**src/rtl/mpkt_pkg.sv**
```systemverilog
package mpkt_pkg;
    typedef enum logic [1:0] {
        ST_IDLE  = 2'd0,
        ST_REF   = 2'd1,
        ST_BODY  = 2'd2,
        ST_GUARD = 2'd3
    } tx_state_e;
endpackage

```
**src/rtl/mpkt_crc8.sv**
```systemverilog
module mpkt_crc8 #(
    parameter int          DATA_W = 39,
    parameter int          CRC_W  = 8,
    parameter logic [7:0]  POLY   = 8'h07,
    parameter logic [7:0]  INIT   = 8'h00
) (
    input  logic [DATA_W-1:0] data_in,
    output logic [CRC_W-1:0]  crc_out
);
    always_comb begin
        logic [CRC_W-1:0] c;
        logic             fb;
        c = INIT[CRC_W-1:0];
        for (int i = DATA_W - 1; i >= 0; i--) begin
            fb = c[CRC_W-1] ^ data_in[i];
            c  = {c[CRC_W-2:0], 1'b0};
            if (fb) c = c ^ POLY[CRC_W-1:0];
        end
        crc_out = c;
    end
endmodule

```
**src/rtl/mpkt_slot_timer.sv**
```systemverilog
module mpkt_slot_timer #(
    parameter int DIV_W = 16
) (
    input  logic             clk,
    input  logic             rst_n,
    input  logic             run,
    input  logic [DIV_W-1:0] period,
    output logic             tick
);
    logic [DIV_W-1:0] cnt_q;

    assign tick = run && (cnt_q == period - DIV_W'(1));

    always_ff @(posedge clk or negedge rst_n) begin
        if (!rst_n)           cnt_q <= '0;
        else if (!run || tick) cnt_q <= '0;
        else                  cnt_q <= cnt_q + DIV_W'(1);
    end

    // counter never passes the half-bit length while running
    a_r6_cnt_bound: assert property (@(posedge clk) disable iff (!rst_n)
        run |-> (cnt_q < period));
endmodule

```
**src/rtl/mpkt_tx.sv**
```systemverilog
module mpkt_tx #(
    parameter int PAYLOAD_W  = 39,
    parameter int CRC_W      = 8,
    parameter int REF_BITS   = 2,
    parameter int GUARD_BITS = 1,
    parameter int DIV_W      = 16,
    parameter int MIN_HALF   = 200
) (
    input  logic                 clk,
    input  logic                 rst_n,
    input  logic                 send,
    input  logic [PAYLOAD_W-1:0] payload,
    input  logic [DIV_W-1:0]     half_div,
    output logic                 line_out,
    output logic                 busy
);
    import mpkt_pkg::*;

    localparam int BODY_W = PAYLOAD_W + CRC_W;
    localparam int CNT_W  = $clog2(BODY_W + 1);

    tx_state_e           state_q, state_d;
    logic                phase_q;
    logic [CNT_W-1:0]    bit_q;
    logic [BODY_W-1:0]   shreg_q;
    logic [DIV_W-1:0]    per_q;
    logic [DIV_W-1:0]    per_floor;
    logic [CRC_W-1:0]    crc_w;
    logic                tick;
    logic                accept;
    logic                last_half;

    assign per_floor = (half_div < DIV_W'(MIN_HALF)) ? DIV_W'(MIN_HALF) : half_div;
    assign accept    = (state_q == ST_IDLE) && send;
    assign last_half = tick && phase_q;

    mpkt_crc8 #(.DATA_W(PAYLOAD_W), .CRC_W(CRC_W)) u_crc (
        .data_in (payload),
        .crc_out (crc_w)
    );

    mpkt_slot_timer #(.DIV_W(DIV_W)) u_timer (
        .clk    (clk),
        .rst_n  (rst_n),
        .run    (state_q != ST_IDLE),
        .period (per_q),
        .tick   (tick)
    );

    // next-state logic
    always_comb begin
        state_d = state_q;
        unique case (state_q)
            ST_IDLE:  if (send) state_d = ST_REF;
            ST_REF:   if (last_half && bit_q == CNT_W'(REF_BITS - 1))   state_d = ST_BODY;
            ST_BODY:  if (last_half && bit_q == CNT_W'(BODY_W - 1))     state_d = ST_GUARD;
            ST_GUARD: if (last_half && bit_q == CNT_W'(GUARD_BITS - 1)) state_d = ST_IDLE;
        endcase
    end

    // state register
    always_ff @(posedge clk or negedge rst_n) begin
        if (!rst_n) state_q <= ST_IDLE;
        else        state_q <= state_d;
    end

    // frame datapath
    always_ff @(posedge clk or negedge rst_n) begin
        if (!rst_n) begin
            shreg_q <= '0;
            per_q   <= DIV_W'(MIN_HALF);
            phase_q <= 1'b0;
            bit_q   <= '0;
        end else if (accept) begin
            shreg_q <= {payload, crc_w};
            per_q   <= per_floor;
            phase_q <= 1'b0;
            bit_q   <= '0;
        end else if (tick) begin
            if (!phase_q) begin
                phase_q <= 1'b1;
            end else begin
                phase_q <= 1'b0;
                if (state_q == ST_BODY) shreg_q <= shreg_q << 1;
                if (state_d != state_q) bit_q <= '0;
                else                    bit_q <= bit_q + CNT_W'(1);
            end
        end
    end

    // outputs
    always_comb begin
        busy     = 1'b1;
        line_out = 1'b1;
        unique case (state_q)
            ST_IDLE:  busy = 1'b0;
            ST_REF:   line_out = ~phase_q;
            ST_BODY:  line_out = shreg_q[BODY_W-1] ^ phase_q;
            ST_GUARD: line_out = 1'b1;
        endcase
    end

    // no frame in progress means an idle-high line
    a_r1_idle_high: assert property (@(posedge clk) disable iff (!rst_n)
        !busy |-> line_out);

    // a frame only starts after a request
    a_r8_rise_needs_send: assert property (@(posedge clk) disable iff (!rst_n)
        $rose(busy) |-> $past(send));

    // every coded bit changes level at mid-bit
    a_r5_mid_toggle: assert property (@(posedge clk) disable iff (!rst_n)
        ((state_q == ST_REF || state_q == ST_BODY) && tick && !phase_q)
            |=> (line_out != $past(line_out)));

    // the latched period stays put through the frame
    a_r9_period_held: assert property (@(posedge clk) disable iff (!rst_n)
        busy |=> $stable(per_q));

    // latched period respects the floor
    a_r6_floor: assert property (@(posedge clk) disable iff (!rst_n)
        busy |-> (per_q >= DIV_W'(MIN_HALF)));

    // after the guard ends, the next edge restarts only on a pending request
    a_r10_restart: assert property (@(posedge clk) disable iff (!rst_n)
        $fell(busy) |=> (busy == $past(send)));
endmodule

```
**config.mk**
```make
export PLATFORM = sky130hd
export DESIGN_NAME = mpkt_tx
export DESIGN_NICKNAME = d
export VERILOG_FILES = /design/src/rtl/mpkt_pkg.sv /design/src/rtl/mpkt_crc8.sv /design/src/rtl/mpkt_slot_timer.sv /design/src/rtl/mpkt_tx.sv
export SDC_FILE = /design/constraint.sdc
export NUM_CORES = 1
export LEC_CHECK = 0
export ABC_CLOCK_PERIOD_IN_PS = 3600
export BUFFER_PORTS_ARGS = -buffer_cell sky130_fd_sc_hd__buf_2
export CORE_ASPECT_RATIO = 0.8
export CORE_MARGIN = 2
export CORE_UTILIZATION = 45
export DETAILED_ROUTE_END_ITERATION = 10
export HOLD_SLACK_MARGIN = 0.15
export PLACE_DENSITY = 0.66
export SKIP_LAST_GASP = 1
export SYNTH_ARGS = -nofsm -noshare
export SYNTH_HDL_FRONTEND = slang
export SYNTH_SLANG_ARGS = --single-unit
```
**constraint.sdc**
```tcl
create_clock -name clk -period 3.6 [get_ports clk]
set_input_delay 0.72 -clock clk [delete_from_list [all_inputs] [get_ports clk]]
set_output_delay 0.72 -clock clk [all_outputs]
set_load 0.005 [all_outputs]
```
* Yosys cells after proc, flatten, opt, wreduce, memory -nomap -nowiden
Cells that the tools add are included.
Storage, ports and cells: word-level logic and storage cells 170, register bits after elaboration 88, input bits 58
Cells by class: reduce and logical (&&, ||, !) cells 16, multiplexer cells 59, order comparisons 1, add/subtract/negate cells 3, equal/unequal tests 7, bitwise gates (word level) 78
Operators with widths (count):
- $mux W47 | 4
- $mux W3 | 39
- $not A3 Y3 | 38
- $xor A1 B1 Y1 | 34
- $mux W16 | 2
- $mux W6 | 4
- $add A16 B1 Y16 const B | 1
- $eq A16 B16 Y1 | 1
- $lt A16 B8 Y1 const B | 1
- $sub A16 B1 Y16 const B | 1
- $mux W2 | 4
- $pmux W2 S4 | 1
- $reduce_bool A2 Y1 | 4
- $add A6 B1 Y6 const B | 1
- $eq A6 B1 Y1 const B | 1
- $eq A6 B6 Y1 const B | 1
- $logic_and A1 B1 Y1 | 6
- $logic_not A6 Y1 | 1
- $xor A1 B1 Y1 const A | 5
- $eq A2 B2 Y1 const B | 2
- $mux W1 | 4
- $reduce_and A3 Y1 | 1
- $eq A2 B1 Y1 const B | 1
- $logic_not A2 Y1 | 1
- other kinds (6) | 6

* Depth between registers and ports, before layout
Gate-level depths: netlist (run 1).
word-level depth 78, depth in mapped cells 13, mapped depth without buffers 10

* Hierarchy
Synthesis (run 1) repeated with hierarchy kept, for this count alone.
Unflattened totals: cell total of the unflattened synthesis 607, area total of the unflattened synthesis 6109.6 µm²
By module, submodules not included:
- mpkt_tx | area each 3510.9 µm², seq. area each 1805.5 µm², instances 1, cells an instance 351
- mpkt_slot_timer | area each 1456.4 µm², seq. area each 400.4 µm², instances 1, cells an instance 169
- mpkt_crc8 | area each 1142.3 µm², seq. area each 0.0 µm², instances 1, cells an instance 87

* Least setup slack after synthesis (run 1)
No wires, ideal clock.
kind input to register, from in payload[36], to reg shreg_q[5], required time 3473 ps, slack 530 ps, setup time 127 ps, stages on the path 8, arrival 2942 ps, path through xnor3_2 > xnor3_2 > xnor3_2 > xnor2_4 > xnor2_2 > xnor3_1 > nand2_1 > o21ai_2
Between the ends: word-level cells in the longest chain between the ends 29, elaborated cells on any way between the ends 69, those cells by class 27 x mux; 42 x bitwise
Ends and longest elaborated chain:
- start, declared | line mpkt_tx.sv:12 | input logic [PAYLOAD_W-1:0] payload,
- $xor A1 B1 Y1 (*) | line mpkt_crc8.sv:15 | fb = c[CRC_W-1] ^ data_in[i];
- $mux W3 (*) | line mpkt_crc8.sv:17 | if (fb) c = c ^ POLY[CRC_W-1:0];
- $not A3 Y3 (no source line)
- $mux W3 | line mpkt_crc8.sv:17
- $xor A1 B1 Y1 or $not A3 Y3 (tied branches)
- $mux W3 | line mpkt_crc8.sv:17
- $not A3 Y3 (no source line) or $xor A1 B1 Y1 (tied branches)
- $mux W3 | line mpkt_crc8.sv:17
- (+13 left out)
- $mux W3 | line mpkt_crc8.sv:17
- $xor A1 B1 Y1 or $not A3 Y3 (tied branches)
- $mux W3 | line mpkt_crc8.sv:17
- $not A3 Y3 (no source line) or $xor A1 B1 Y1 (tied branches)
- $mux W3 | line mpkt_crc8.sv:17
- $not A3 Y3 (no source line)
- $mux W3 (*) | line mpkt_crc8.sv:17
- $mux W47 (*) | line mpkt_tx.sv:74 | end else if (accept) begin
- end signal, assigned | line mpkt_tx.sv:75 | shreg_q <= {payload, crc_w};
- end signal, assigned | line mpkt_tx.sv:84 | if (state_q == ST_BODY) shreg_q <= shreg_q << 1;
- end, declared | line mpkt_tx.sv:25 | logic [BODY_W-1:0] shreg_q;
Every way passes the cells marked *; elsewhere a longest branch is shown, timed or not. A chain may end at the register's enable or synchronous reset.

* Final worst setup path (run 1)
from reg per_q[0], to reg bit_q[1]
Between the ends: word-level cells in the longest chain between the ends 12, elaborated cells on any way between the ends 18, those cells by class 1 x add/sub; 2 x eq/ne; 8 x mux; 7 x reduce/logical
Ends and longest elaborated chain:
- start, declared | line mpkt_tx.sv:26 | logic [DIV_W-1:0] per_q;
- start signal, assigned | line mpkt_tx.sv:71 | per_q <= DIV_W'(MIN_HALF);
- start signal, assigned | line mpkt_tx.sv:76 | per_q <= per_floor;
- $sub A16 B1 Y16 (*) | line mpkt_slot_timer.sv:12 | assign tick = run && (cnt_q == period - DIV_W'(1));
- $eq A16 B16 Y1 (*) | line mpkt_slot_timer.sv:12
- $logic_and A1 B1 Y1 (*) | line mpkt_slot_timer.sv:12
- $logic_and A1 B1 Y1 | line mpkt_tx.sv:35 | assign last_half = tick && phase_q;
- $logic_and A1 B1 Y1 (on tied branches) | line mpkt_tx.sv:57, mpkt_tx.sv:55, mpkt_tx.sv:56
- $mux W2 (on tied branches) | line mpkt_tx.sv:57, mpkt_tx.sv:55, mpkt_tx.sv:56
- $pmux W2 S4 | line mpkt_tx.sv:53 | unique case (state_q)
- $ne A2 B2 Y1 | line mpkt_tx.sv:85 | if (state_d != state_q) bit_q <= '0;
- $mux W6 | line mpkt_tx.sv:85
- $mux W6 | line mpkt_tx.sv:80 | if (!phase_q) begin
- $mux W6 | line mpkt_tx.sv:79 | end else if (tick) begin
- $mux W6 | line mpkt_tx.sv:74
- end signal, assigned | line mpkt_tx.sv:86 | else bit_q <= bit_q + CNT_W'(1);
- end, declared | line mpkt_tx.sv:24 | logic [CNT_W-1:0] bit_q;
Every way passes the cells marked *; elsewhere a longest branch is shown, timed or not. The select of a mux whose other input is x is not followed.

==> insert_results.sql, run 1 <==
INSERT INTO impl_metrics (metric_group, metric, value, unit) VALUES
('flow_run', 'timing.max_cap.violations', '0', ''),
('worst_setup_path', 'path_cells', 'inv_1, ha_1, or4b_1, or3_1, xnor2_1, a21oi_1, nand4b_1, nor4_2, nand3_1, o22ai_1', ''),
('global_routing', 'first_global_vias', '4541', ''),
('drt', 'vias', '4477', ''),
('min_path', 'min-delay-path-class', 'primary input to async pin', ''),
('floorplan', 'die_y_extent', '107', 'um'),
('layout', 'postLayoutCoreUtil', '52.4', '%'),
('global_routing', 'global_route_wire_length_before_repair', '22600', 'um'),
('cts', 'clock-sinks', '88', ''),
('yosys', 'synth_top_cells_by_area', 'dfrtp_1 36%, xnor2_1 9.2%, mux2i_1 8.4%', ''),
('layout', 'synthToLayoutAreaGrowth', '13.4', '%'),
('worst_setup_path', 'crit_required', '3870', 'ps'),
('worst_setup_path', 'timing_worst_setup_path_type', 'register to register', ''),
('floorplan', 'coreArea', '0.0129', 'sq mm'),
('cts', 'cts_tree', 'done', ''),
('layout', 'antennaDiodeCount', '0', ''),
('yosys', 'synth-async-reset-ratio', '100', '%'),
('sta', 'report.final.hold_viol_count', '0', ''),
('yosys', 'ys_seq_area_share', '37.0', '%'),
('sta', 'fin_skew', '8.14', 'ps'),
('worst_setup_path', 'critical_path_arrival', '3400', 'ps'),
('floorplan', 'fp-row-count', '37', ''),
('floorplan', 'num_io_pins', '60', ''),
('placed_design', 'hpwl', '9960', 'um'),
('global_routing', 'grt_util_all_layers', '20.1', '%'),
('yosys', 'post_synth_inst_count', '602', ''),
('drt', 'detailedRoute.firstPassIterationCount', '7', ''),
('placed_design', 'gp_congestion', '0.928', ''),
('sta', 'totalNegativeSetupSlack', '0', 'ps'),
('sta', 'unrepaired_setup_endpoints_after_global_routing', 'false', ''),
('sta', 'relSlewSlack', '47.3', '%'),
('cts', 'ctsRootBufferMaster', 'clkbuf_16', ''),
('sta', 'min_period', '3130', 'ps'),
('worst_setup_path', 'critical-path-max-stage-delay', '500', 'ps'),
('cts', 'worstSkewPairLatency', '350', 'ps'),
('yosys', 'synth-edff-count', '0', ''),
('power', 'total_power', '5520', 'uW'),
('global_routing', 'antenna_found_initial', '0', ''),
('cts', 'cts-buffers-inserted', '9', ''),
('drt', 'total_drc_errors_in_the_routed_layout', '0', ''),
('sta', 'period_share', '86.8', '%'),
('yosys', 'ys_types', '63', ''),
('power', 'power_density', '816', 'mW/mm^2'),
('cts', 'cts-resized-gates', '0', ''),
('drt', 'post_drt_via_cell_ratio', '5.37', ''),
('yosys', 'mappedNetlistArea', '0.00597', 'sq mm'),
('layout', 'final_common_cell', 'nand2_1', ''),
('placed_design', 'port-buffer-count', '59', ''),
('cts', 'ctsLongestPathBuffers', '2', ''),
('run_status', 'run_status', 'finished, final reports clean', ''),
('layout', 'share_of_layout_cells_above_drive_strength_1', '16.8', '%'),
('layout', 'finish.cell_count_without_fillers', '834', ''),
('yosys', 'ys_warn_count', '0', ''),
('drt', 'finalWirelength', '13300', 'um'),
('yosys', 'post_synth.cell_area_avg', '9.91', 'sq um'),
('floorplan', 'die_w', '133', 'um'),
('worst_setup_path', 'timing.critical_path.to_type', 'register', ''),
('cts', 'clk_transition_reported_paths', '70', 'ps'),
('worst_setup_path', 'worst_path_max_delay_cell', 'or4b_1', ''),
('layout', 'final_net_count', '723', ''),
('sta', 'drv_slew', '0', ''),
('floorplan', 'start_util', '46.2', '%'),
('drt', 'wl_per_cell', '16.0', 'um'),
('cts', 'cts_setup_buffers', '0', ''),
('cts', 'holdBufCountCts', '0', ''),
('global_routing', 'globalRoute.totalOverflow', '0', ''),
('yosys', 'proportion_of_netlist_area_held_by_the_largest_area_contributor', '35.6', '%'),
('sta', 'fmax', '320', 'MHz'),
('cts', 'cts_htree_levels', '3', ''),
('yosys', 'synth-seq-cells', '88', ''),
('layout', 'layout_common_cells', '86 x nand2_1, 85 x dfrtp_1, 63 x xnor2_1, 58 x buf_2, 50 x mux2i_1', '');
## final timing paths
kind	slack, ps	startpoint	end	cells after the start
max reg2reg	470	per_q[0]	bit_q[1]	10
max	470	per_q[0]	bit_q[1]	10
max in group asynchronous	2440	rst_n	per_q[3]	2
min	380	rst_n	per_q[8]	1
min in group clk	490	per_q[7]	per_q[7]	2
min reg2reg	490	per_q[7]	per_q[7]	2
## through the flow
step                hold slack [ps]  instance area [sq um]  worst slack (ps)
detailed placement              494                   6450               254
CTS                             406                   6770               522
finish                          380                   6770               474
global route                    447                   6770               323
floorplan                       424                   5970               530
global placement                480                   6450               285
## where the power goes
part           switching, uW  leakage (uW)  internal, uW
Clock                    429      0.000154           567
Combinational           1390       0.00202          1420
Sequential               327       0.00111          1390
## registers in the layout (all words and copies together) (netlist names)
name	count
state_q	2
phase_q	1
shreg_q	47
u_timer.cnt_q	16
per_q	16
bit_q	6
## critical path, delay by kind of cell, from the launching register on
kind,cells,cell delay (ps)
buffers and inverters,1,90
AO/OA/AOI/OAI,2,380
AND/OR/NAND/NOR,5,1830
XOR/XNOR,1,130
adder cells (fa/ha/maj),1,170
flip-flops,1,430
## kinds of logic after synthesis
group	count (synthesis)	share of synthesized area (%)
AO/OA/AOI/OAI	99	9.94
adder cells (fa/ha/maj)	11	2.31
AND/OR/NAND/NOR	188	15.1
flip-flops	88	37.0
buffers and inverters	44	3.17
multiplexers	51	8.58
XOR/XNOR	121	24.0
## synthesized netlist by cell type (2+ instances only)
| master | count |
|---|---|
| nand3_1 | 22 |
| buf_2 | 4 |
| nand2b_1 | 3 |
| a31oi_1 | 3 |
| and2_1 | 4 |
| nand2_1 | 86 |
| clkbuf_1 | 19 |
| ha_1 | 11 |
| nor2_1 | 31 |
| xnor2_2 | 6 |
| xnor2_1 | 63 |
| xnor3_1 | 10 |
| xnor3_2 | 5 |
| xor2_2 | 2 |
| nor3_1 | 8 |
| o21ai_0 | 44 |
| inv_1 | 18 |
| a22o_1 | 2 |
| buf_6 | 2 |
| o21ai_1 | 17 |
| o21ai_2 | 2 |
| or4_1 | 4 |
| nand4b_1 | 2 |
| or3_1 | 4 |
| nor2b_1 | 2 |
| a21oi_1 | 10 |
| dfstp_2 | 3 |
| nor4_1 | 5 |
| nor4b_1 | 2 |
| xor3_1 | 3 |
| nand4_1 | 2 |
| o2bb2ai_1 | 2 |
| and3_1 | 6 |
| o211a_1 | 2 |
| mux2i_1 | 50 |
| xnor2_4 | 2 |
| dfrtp_1 | 85 |
| xor2_1 | 29 |
| o2111ai_1 | 3 |
## layout make-up
cell class	instances	area [sq um]	share of cell area (%)
clock inverter	6	73.8	1.09
sequential	88	2210	32.6
tap	175	219	3.24
timing repair buffer	67	383	5.66
inverter	18	67.6	0.999
multi-input combinational	470	3580	52.9
clock buffer	10	239	3.53
## routing by layer
| metal | GRT usage (%) | vias up | part of all wire [%] |
|---|---|---|---|
| met5 | 0 | - | 0 |
| met4 | 6.14 | 0 | 1.2 |
| met2 | 30.4 | 113 | 43 |
| met1 | 29.0 | 2168 | 51 |
| met3 | 4.21 | 14 | 4.7 |
| li1 | - | 2182 | - |
(Power assumes the default switching activity.)
==> run 2: changes to the inputs <==
- CTS_BUF_LIST: default -> sky130_fd_sc_hd__clkbuf_8
==> insert_results.sql, run 2 (synthesis results as in run 1) <==
INSERT INTO impl_metrics (metric_group, metric, value, unit) VALUES
('run_status', 'run_status', 'finished, final reports clean', ''),
('placed_design', 'hpwl', '9960', 'um'),
('worst_setup_path', 'timing.critical_path.to_type', 'register', ''),
('worst_setup_path', 'worst_setup_path_start_kind', 'register', ''),
('layout', 'largest_register_ffs', '47', ''),
('layout', 'biggestRegsByFlops', 'shreg_q x47, per_q x16, u_timer.cnt_q x16', ''),
('floorplan', 'die-area', '0.0142', 'sq mm'),
('sta', 'setup_viol', '0', ''),
('global_routing', 'met1_usage', '29.0', '%'),
('floorplan', 'fp-row-count', '37', ''),
('sta', 'fin_skew', '15.3', 'ps'),
('worst_setup_path', 'path_cells', 'inv_1, ha_1, or4b_1, or3_1, xnor2_1, a21oi_1, nand4b_1, nor4_2, nand3_1, o22ai_1', ''),
('layout', 'max_flop_register', 'shreg_q', ''),
('drt', 'total_drc_errors_in_the_routed_layout', '0', ''),
('cts', 'cts-buffers-inserted', '9', ''),
('cts', 'cts_tree', 'done', ''),
('worst_setup_path', 'crit_required', '3900', 'ps'),
('drt', 'ant_nets', '0', ''),
('worst_setup_path', 'critical_path_arrival', '3430', 'ps'),
('cts', 'cts-resized-gates', '0', ''),
('sta', 'unrepaired_setup_endpoints_after_global_routing', 'false', ''),
('power', 'power_density', '792', 'mW/mm^2'),
('layout', 'final_net_count', '723', ''),
('sta', 'timing.hold.ws', '346', 'ps'),
('global_routing', 'grt_util_all_layers', '20.0', '%'),
('global_routing', 'gr-usage-met3', '5.11', '%'),
('layout', 'layout_common_cells', '86 x nand2_1, 85 x dfrtp_1, 63 x xnor2_1, 58 x buf_2, 50 x mux2i_1', ''),
('drt', 'post_drt_via_cell_ratio', '5.39', ''),
('cts', 'holdBufCountCts', '0', ''),
('flow_run', 'timing.max_cap.violations', '0', ''),
('floorplan', 'num_io_pins', '60', ''),
('cts', 'ctsRootBufferMaster', 'clkbuf_8', ''),
('global_routing', 'met2_usage', '29.9', '%'),
('placed_design', 'port-buffer-count', '59', ''),
('worst_setup_path', 'timing_worst_setup_path_type', 'register to register', ''),
('drt', 'finalWirelength', '13300', 'um'),
('layout', 'final_common_cell', 'nand2_1', ''),
('sta', 'totalNegativeSetupSlack', '0', 'ps'),
('worst_setup_path', 'crit_fanout', '5', ''),
('layout', 'postLayoutCoreUtil', '51.6', '%'),
('sta', 'period_share', '86.9', '%'),
('global_routing', 'globalRoute.totalOverflow', '0', ''),
('drt', 'detailedRoute.firstPassIterationCount', '5', ''),
('cts', 'worstSkewPairLatency', '390', 'ps'),
('floorplan', 'start_util', '46.2', '%'),
('floorplan', 'coreArea', '0.0129', 'sq mm'),
('drt', 'initialDrtViolationCount', '355', ''),
('cts', 'cts_htree_levels', '3', ''),
('sta', 'worst_slack', '472', 'ps'),
('cts', 'cts_setup_buffers', '0', ''),
('power', 'power.ir.vdd_worst', '0.470', 'mV'),
('cts', 'clk_transition_reported_paths', '100', 'ps'),
('cts', 'clock-sinks', '88', ''),
('drt', 'vias', '4496', ''),
('layout', 'filler_cell_count', '1161', ''),
('floorplan', 'die_w', '133', 'um'),
('cts', 'ctsLongestPathBuffers', '2', ''),
('global_routing', 'antenna_found_initial', '0', ''),
('sta', 'worstMarginPinSlew', '777', 'ps'),
('sta', 'fmax', '320', 'MHz'),
('drt', 'wl_per_cell', '16.0', 'um'),
('placed_design', 'gp_congestion', '0.928', ''),
('sta', 'drv_slew', '0', ''),
('layout', 'antennaDiodeCount', '0', ''),
('layout', 'share_of_layout_cells_above_drive_strength_1', '16.8', '%'),
('min_path', 'min-delay-path-class', 'primary input to async pin', ''),
('global_routing', 'global_route_wire_length_before_repair', '22500', 'um'),
('power', 'leakage', '0.00324', 'uW'),
('sta', 'min_period', '3130', 'ps'),
('layout', 'synthToLayoutAreaGrowth', '11.7', '%'),
('worst_setup_path', 'critical_path_buf_inv_count', '1', ''),
('worst_setup_path', 'critPathTopFamily', 'simple AND/OR/NAND/NOR gates', ''),
('sta', 'report.final.hold_viol_count', '0', ''),
('floorplan', 'die_y_extent', '107', 'um'),
('global_routing', 'first_global_vias', '4518', ''),
('global_routing', 'grt_max_degree', '51', ''),
('global_routing', 'top_usage_layer', 'met2', ''),
('worst_setup_path', 'worst_path_max_delay_cell', 'or4b_1', ''),
('sta', 'relSlewSlack', '48.1', '%'),
('worst_setup_path', 'critical-path-max-stage-delay', '500', 'ps'),
('layout', 'multiInputGateArea', '0.00358', 'sq mm'),
('layout', 'register_area', '0.00221', 'sq mm'),
('placed_design', 'placement.setup.worst_slack', '254', 'ps');
-- run 2: changes by cell type in the layout (fill, tap and decap cells not counted) --
cell	before	now
clkbuf_8	1	10
clkbuf_16	9	0
-- run 2: where the power goes --
part	leakage, uW	total (uW)	switching, uW	internal, uW
clock network	0.000108	748	398	350
registers	0.00111	1710	330	1380
logic	0.00202	2820	1400	1420
-- run 2: final cells by class --
| cell class | instances | share of cell area [%] |
|---|---|---|
| multi-input cells | 470 | 53.7 |
| flip-flops and latches | 88 | 33.1 |
| repair buffers | 67 | 5.74 |
| well taps | 175 | 3.29 |
| clock buffers | 10 | 2.06 |
| clock inverters | 6 | 1.11 |
| inverters | 18 | 1.01 |
-- run 2: per-stage QoR --
stage	power, uW	cell area (sq um)	std cells
after CTS	5300	6670	834
after detailed placement	4520	6450	818
after floorplan	3940	5970	602
after global routing	5660	6670	834
final	5280	6670	834
after global placement	4430	6450	818
-- run 2: final timing paths --
path / depth (start not counted) / end / slack [ps] / start
max: 10 / bit_q[1] / 470 / per_q[0]
min in group clk: 2 / per_q[7] / 500 / per_q[7]
max reg2reg: 10 / bit_q[1] / 470 / per_q[0]
min reg2reg: 2 / per_q[7] / 500 / per_q[7]
min: 1 / per_q[8] / 350 / rst_n
max in group asynchronous: 2 / per_q[3] / 2460 / rst_n
-- run 2: per-layer routing --
metal / vias to the layer above / part of all wire, %
met5: - / 0
met4: 0 / 0.80
met3: 11 / 5.5
met2: 137 / 43
met1: 2171 / 50
li1: 2177 / -
-- run 2: worst reg2reg max path, delay by kind of cell, from the launching register on --
| family | cells | cell delay, ps |
|---|---|---|
| AO/OA/AOI/OAI | 2 | 380 |
| flip-flops | 1 | 440 |
| XOR/XNOR | 1 | 130 |
| AND/OR/NAND/NOR | 5 | 1840 |
| buffers and inverters | 1 | 100 |
| adder cells (fa/ha/maj) | 1 | 170 |
